--- src/rtl/mpu_tbl_pkg.sv ---
package mpu_tbl_pkg;

    localparam int WORD_W   = 32;
    localparam int GRAN_W   = 5;
    localparam int START_W  = WORD_W - GRAN_W;
    localparam int SEG_W    = 5;
    localparam int RIGHTS_W = 4;
    localparam int MTYPE_W  = 9;

    typedef struct packed {
        logic [START_W-1:0]  start;
        logic                en;
        logic                lock;
        logic [SEG_W-1:0]    seg;
        logic [RIGHTS_W-1:0] rights;
        logic [MTYPE_W-1:0]  mtype;
    } mpu_entry_t;

    // Base word image: start | zero | lock | enable
    function automatic logic [WORD_W-1:0] pack_base(input mpu_entry_t e);
        return {e.start, 3'b000, e.lock, e.en};
    endfunction

    // Attribute word image: zero | type | rights | zero | segment
    function automatic logic [WORD_W-1:0] pack_attr(input mpu_entry_t e);
        return {11'b0, e.mtype, e.rights, 3'b000, e.seg};
    endfunction

endpackage

--- src/rtl/mpu_tbl_regs.sv ---
module mpu_tbl_regs
    import mpu_tbl_pkg::*;
#(
    parameter int N       = 16,
    parameter bit LOCK_EN = 1'b1,
    localparam int IDXW   = $clog2(N)
) (
    input  logic                     clk,
    input  logic                     rst_n,
    input  logic                     wr_en,
    input  logic [IDXW-1:0]          wr_idx,
    input  logic [WORD_W-1:0]        wr_w0,
    input  logic [WORD_W-1:0]        wr_w1,
    input  logic                     ena_we,
    input  logic [N-1:0]             ena_wdata,
    output mpu_entry_t [N-1:0]       ent_q
);

    typedef struct packed {
        mpu_entry_t [N-1:0] ent;
    } tbl_t;

    tbl_t         st_d, st_q;
    logic [N-1:0] locked;
    logic [N-1:0] pred_locked;
    logic         unused_mbz;

    assign unused_mbz = ^{wr_w0[4:2], wr_w1[7:5], wr_w1[31:21]};

    always_comb begin
        st_d = st_q;
        for (int i = 0; i < N; i++) begin
            locked[i] = st_q.ent[i].lock;
        end
        pred_locked = {locked[N-2:0], 1'b0};

        if (ena_we) begin
            for (int i = 0; i < N; i++) begin
                if (!locked[i]) begin
                    st_d.ent[i].en = ena_wdata[i];
                end
            end
        end

        for (int i = 0; i < N; i++) begin
            if (wr_en && (wr_idx == IDXW'(i)) && !locked[i]) begin
                st_d.ent[i].en     = wr_w0[0];
                st_d.ent[i].lock   = wr_w0[1] & LOCK_EN;
                st_d.ent[i].seg    = wr_w1[4:0];
                st_d.ent[i].rights = wr_w1[11:8];
                st_d.ent[i].mtype  = wr_w1[20:12];
                if (!pred_locked[i]) begin
                    st_d.ent[i].start = wr_w0[WORD_W-1:GRAN_W];
                end
            end
        end
    end

    always_ff @(posedge clk or negedge rst_n) begin
        if (!rst_n) begin
            st_q <= '0;
        end else begin
            st_q <= st_d;
        end
    end

    assign ent_q = st_q.ent;

endmodule

--- src/rtl/mpu_tbl_lookup.sv ---
module mpu_tbl_lookup
    import mpu_tbl_pkg::*;
#(
    parameter int N     = 16,
    localparam int IDXW = $clog2(N)
) (
    input  mpu_entry_t [N-1:0]   ents,
    input  logic [START_W-1:0]   blk,
    output logic                 hit,
    output logic [IDXW-1:0]      idx,
    output logic [RIGHTS_W-1:0]  rights,
    output logic [MTYPE_W-1:0]   mtype
);

    logic [N-1:0] cand;

    always_comb begin
        for (int i = 0; i < N; i++) begin
            cand[i] = ents[i].en && (ents[i].start <= blk);
        end
    end

    // Later index overrides earlier: highest candidate wins
    always_comb begin
        hit = 1'b0;
        idx = '0;
        for (int i = 0; i < N; i++) begin
            if (cand[i]) begin
                hit = 1'b1;
                idx = IDXW'(i);
            end
        end
        rights = hit ? ents[idx].rights : '0;
        mtype  = hit ? ents[idx].mtype  : '0;
    end

endmodule

--- src/rtl/mpu_region_table.sv ---
module mpu_region_table
    import mpu_tbl_pkg::*;
#(
    parameter int N       = 16,
    parameter bit LOCK_EN = 1'b1,
    localparam int IDXW   = $clog2(N)
) (
    input  logic                 clk,
    input  logic                 rst_n,
    input  logic                 wr_en,
    input  logic [IDXW-1:0]      wr_idx,
    input  logic [31:0]          wr_w0,
    input  logic [31:0]          wr_w1,
    input  logic                 ena_we,
    input  logic [N-1:0]         ena_wdata,
    output logic [N-1:0]         ena_q,
    input  logic [IDXW-1:0]      rd_idx,
    output logic [31:0]          rd_w0,
    output logic [31:0]          rd_w1,
    input  logic [31:0]          lk_addr,
    output logic                 lk_hit,
    output logic [3:0]           lk_rights,
    output logic [8:0]           lk_mtype
);

    mpu_entry_t [N-1:0] ent_q;
    logic [IDXW-1:0]    lk_idx;
    logic               unused_low;

    assign unused_low = ^lk_addr[GRAN_W-1:0];

    mpu_tbl_regs #(.N(N), .LOCK_EN(LOCK_EN)) u_regs (
        .clk       (clk),
        .rst_n     (rst_n),
        .wr_en     (wr_en),
        .wr_idx    (wr_idx),
        .wr_w0     (wr_w0),
        .wr_w1     (wr_w1),
        .ena_we    (ena_we),
        .ena_wdata (ena_wdata),
        .ent_q     (ent_q)
    );

    mpu_tbl_lookup #(.N(N)) u_lookup (
        .ents   (ent_q),
        .blk    (lk_addr[WORD_W-1:GRAN_W]),
        .hit    (lk_hit),
        .idx    (lk_idx),
        .rights (lk_rights),
        .mtype  (lk_mtype)
    );

    always_comb begin
        for (int i = 0; i < N; i++) begin
            ena_q[i] = ent_q[i].en;
        end
        rd_w0 = pack_base(ent_q[rd_idx]);
        rd_w1 = pack_attr(ent_q[rd_idx]);
    end

endmodule

--- config.mk ---
export PLATFORM = sky130hd
export DESIGN_NAME = mpu_region_table
export DESIGN_NICKNAME = d
export VERILOG_FILES = /design/src/rtl/mpu_tbl_pkg.sv /design/src/rtl/mpu_tbl_regs.sv /design/src/rtl/mpu_tbl_lookup.sv /design/src/rtl/mpu_region_table.sv
export SDC_FILE = /design/constraint.sdc
export NUM_CORES = 2
export LEC_CHECK = 0
export ABC_AREA = 1
export BUFFER_PORTS_ARGS = -buffer_cell sky130_fd_sc_hd__buf_2
export CORE_MARGIN = 2
export CORE_UTILIZATION = 40
export DETAILED_ROUTE_END_ITERATION = 7
export PLACE_DENSITY = 0.54
export SYNTH_ARGS = -nofsm -noshare
export SYNTH_HDL_FRONTEND = slang
export SYNTH_HIERARCHICAL = 1
export SYNTH_SLANG_ARGS = --single-unit
export TNS_END_PERCENT = 5
--- constraint.sdc ---
create_clock -name clk -period 3.7 [get_ports clk]
set_clock_uncertainty 0.2 [all_clocks]
set_input_delay 0.185 -clock clk [delete_from_list [all_inputs] [get_ports clk]]
set_output_delay 0.185 -clock clk [all_outputs]
set_load 0.03 [all_outputs]
==> reports/results.ini <==
[drt]
drt_iter0_drc=5311
wire_per_inst_um=23.2
drtAntennaViolNets=0
routed_via_density=5.60
vias=53600
drc_errors=0
dr.pass1.iters=6
routed_wirelength_um=222000

[clock_network]
cts_made_buffers=96
clock_sinks=752
htree_levels=3
cts.clk_slew.worst_paths_ns=0.06
cts-root-buf=clkbuf_16
clock_path_buffers=3
cts_tree=done
clock_latency_ns=0.74

[logic_synthesis]
synth_common_cells=nand2_1 (2587), nand3_1 (913), dfrtp_1 (752)
yosys.cell_types.count=49
synth_area_leader_cell=dfrtp_1
async_flop_share_pct=100
synth_top_cell_area_share_pct=36.5
synth_most_common_cell=nand2_1
synthFlopType=dfrtp_1
netlist_top_cells_area=dfrtp_1 (37%), nand2_1 (19%), ha_1 (10%), nand3_1 (8.9%), inv_1 (5.3%)
syn-instance-count=7195
synth_warnings=6
synth.ff_latch_count=752
synth_edf_count=0
seq_area_frac_synth_pct=36.5
syn-cell-area_um2=51500
postSynthAreaPerCell_um2=7.16

[place]
globalplace.congestion=0.934
dp_slack_ns=-0.777
hpwl_um=144000
port_buffers=178
postPlaceCellArea_um2=57500

[floorplanning]
rows=131
die_w_um=363
initial_core_util_pct=40.3
core_area_um2=128000
die_h_um=363
pin_count=218
dieArea_um2=132000

[critical_path]
critPathSlowestCell=a21oi_1
worstPathArrival_ns=4.37
r2r_cells=8
worstPathRequired_ns=3.31
cp_common_cell=nand2_1
crit_fanout=10
endpoint_kind=primary output
worstSetupPathType=flip-flop to primary output
crit_chain=ha_1, a21oi_1, o21ai_0, a21oi_1, nand3_1, nand2_1, nand2_2, nand2_1, a31oi_4, buf_6, o211ai_1, buf_4, nand2_2, nand3_4, buf_12, buf_16, nand3_1, nand3_2, nand2_1, nand2_1, nand2_2, buf_6
start_kind=flip-flop
slowest_delay_ns=0.46

[global_routing]
grt_pass1_vias=51500
grt-ovfl-total=0
grt_max_degree=174
grt_antenna_before_repair=11
track_usage_pct=33.0
grt_pass1_wl_um=329000

[timing]
fmax_ghz=0.210
report.final.setup_viol=14
slew_headroom_pct=20.7
hold_viol_final=0
finalMaxSlewViolations=0
fin_ws_ns=-1.05
fin_crit_sh_pct=128
period_minus_slack_ns=4.75
worst_pin_slew_ns=1.19
rsz0062_at_grt=true
whs_ns=0.102

[min_path]
hold_depth=7
hold_class=input port to flip-flop

[power]
leakagePower_nw=33.0
ir_drop_mv=0.439
p_per_area_nw_per_um2=353
power_mw=22.4

[final_layout]
largest_reg_flops=752
drive_gt1_share_pct=15.9
nets=8374
syn_to_final_growth_pct=23.0
fillCellCount=12800
fin_area_um2=63300

[outcome]
outcome=finished with violations
violations=setup timing

[job]
cap_violations=0

## where the power goes
part / switching [mW] / internal, mW / total (mW) / leakage (nW)
Sequential: 0.114 / 8.34 / 8.46 / 10.4
Clock: 4.10 / 5.76 / 9.86 / 1.62
Combinational: 2.71 / 1.33 / 4.04 / 21.1
Total: 6.93 / 15.4 / 22.4 / 33.0
## area by class of cell
type,count,area (um2),share of cell area [%]
multi-input combinational,5239,27800,44.0
timing repair buffer,998,8550,13.5
clock buffer,140,2810,4.43
antenna,4,10.0,0.0158
clock inverter,36,453,0.715
tap,1662,2080,3.28
inverter,731,2770,4.37
sequential,752,18800,29.7
## final timing paths
path	start	endpoint	slack, ns
min reg2reg	u_regs/ent_q[626]	u_regs/ent_q[626]	0.28
min in group asynchronous	rst_n	u_regs/ent_q[165]	0.11
max reg2reg	u_regs/ent_q[300]	u_regs/ent_q[301]	0.57
min	wr_idx[0]	u_regs/ent_q[591]	0.10
max	u_regs/ent_q[371]	lk_rights[3]	-1.05
max in group asynchronous	rst_n	u_regs/ent_q[101]	2.61
## through the flow
step                      utilization, %  cells  TNS, ns
after global placement              45.0   9236    -9.64
after detailed placement            45.0   9236    -9.26
final                               49.6   9562   -13.23
after floorplan                        -   7211        0
after global routing                49.6   9560   -15.51
after CTS                           49.0   9539   -13.50
## layout by cell type, fill, tap and decap left out, types with 104 or more instances in the layout
cell type      count
a21oi_1          185
buf_2            160
buf_4            631
clkbuf_16        104
dfrtp_1          752
dlygate4sd3_1    104
ha_1             420
inv_1            724
nand2_1         2524
nand3_1          877
nand4_1          369
o21ai_0          434
## logic make-up (layout without fill, tap and decap cells)
logic type                 after synthesis  in the layout  share of synthesized area, %
adders and majority gates              432            432                          10.5
AOI/OAI and AO/OA                      747            747                          7.64
and+or+nand+nor                       4042           4043                          34.2
DFF                                    752            752                          36.5
buffers and inverters                 1221           1905                          11.1
other                                    1             21                       0.00728
## repair_timing
item,in CTS,in global routing
pin swaps,22,105
hold endpoints to repair,1504,0
gates resized for setup,100,110
endpoints found under the setup margin,14,14
hold buffers,105,0
setup buffers,13,13
gates cloned,9,11
## routing by layer
layer | vias to the layer above | GRT usage [%] | share of wire [%]
li1 | 24900 | - | -
met1 | 25700 | 43.5 | 41
met2 | 2429 | 52.7 | 45
met3 | 610 | 5.88 | 8.5
met4 | 10 | 14.9 | 5.2
met5 | - | 0 | 0.030
## worst max-delay path: cells and delay by family, from the launching register on
kind | cells | cell delay (ns)
flip-flops | 1 | 0.39
AND/OR/NAND/NOR | 11 | 1.17
AO/OA/AOI/OAI | 5 | 0.99
buffers and inverters | 5 | 0.74
adder cells (fa/ha/maj) | 1 | 0.33
No activity file was read; power rests on OpenSTA's default activity.
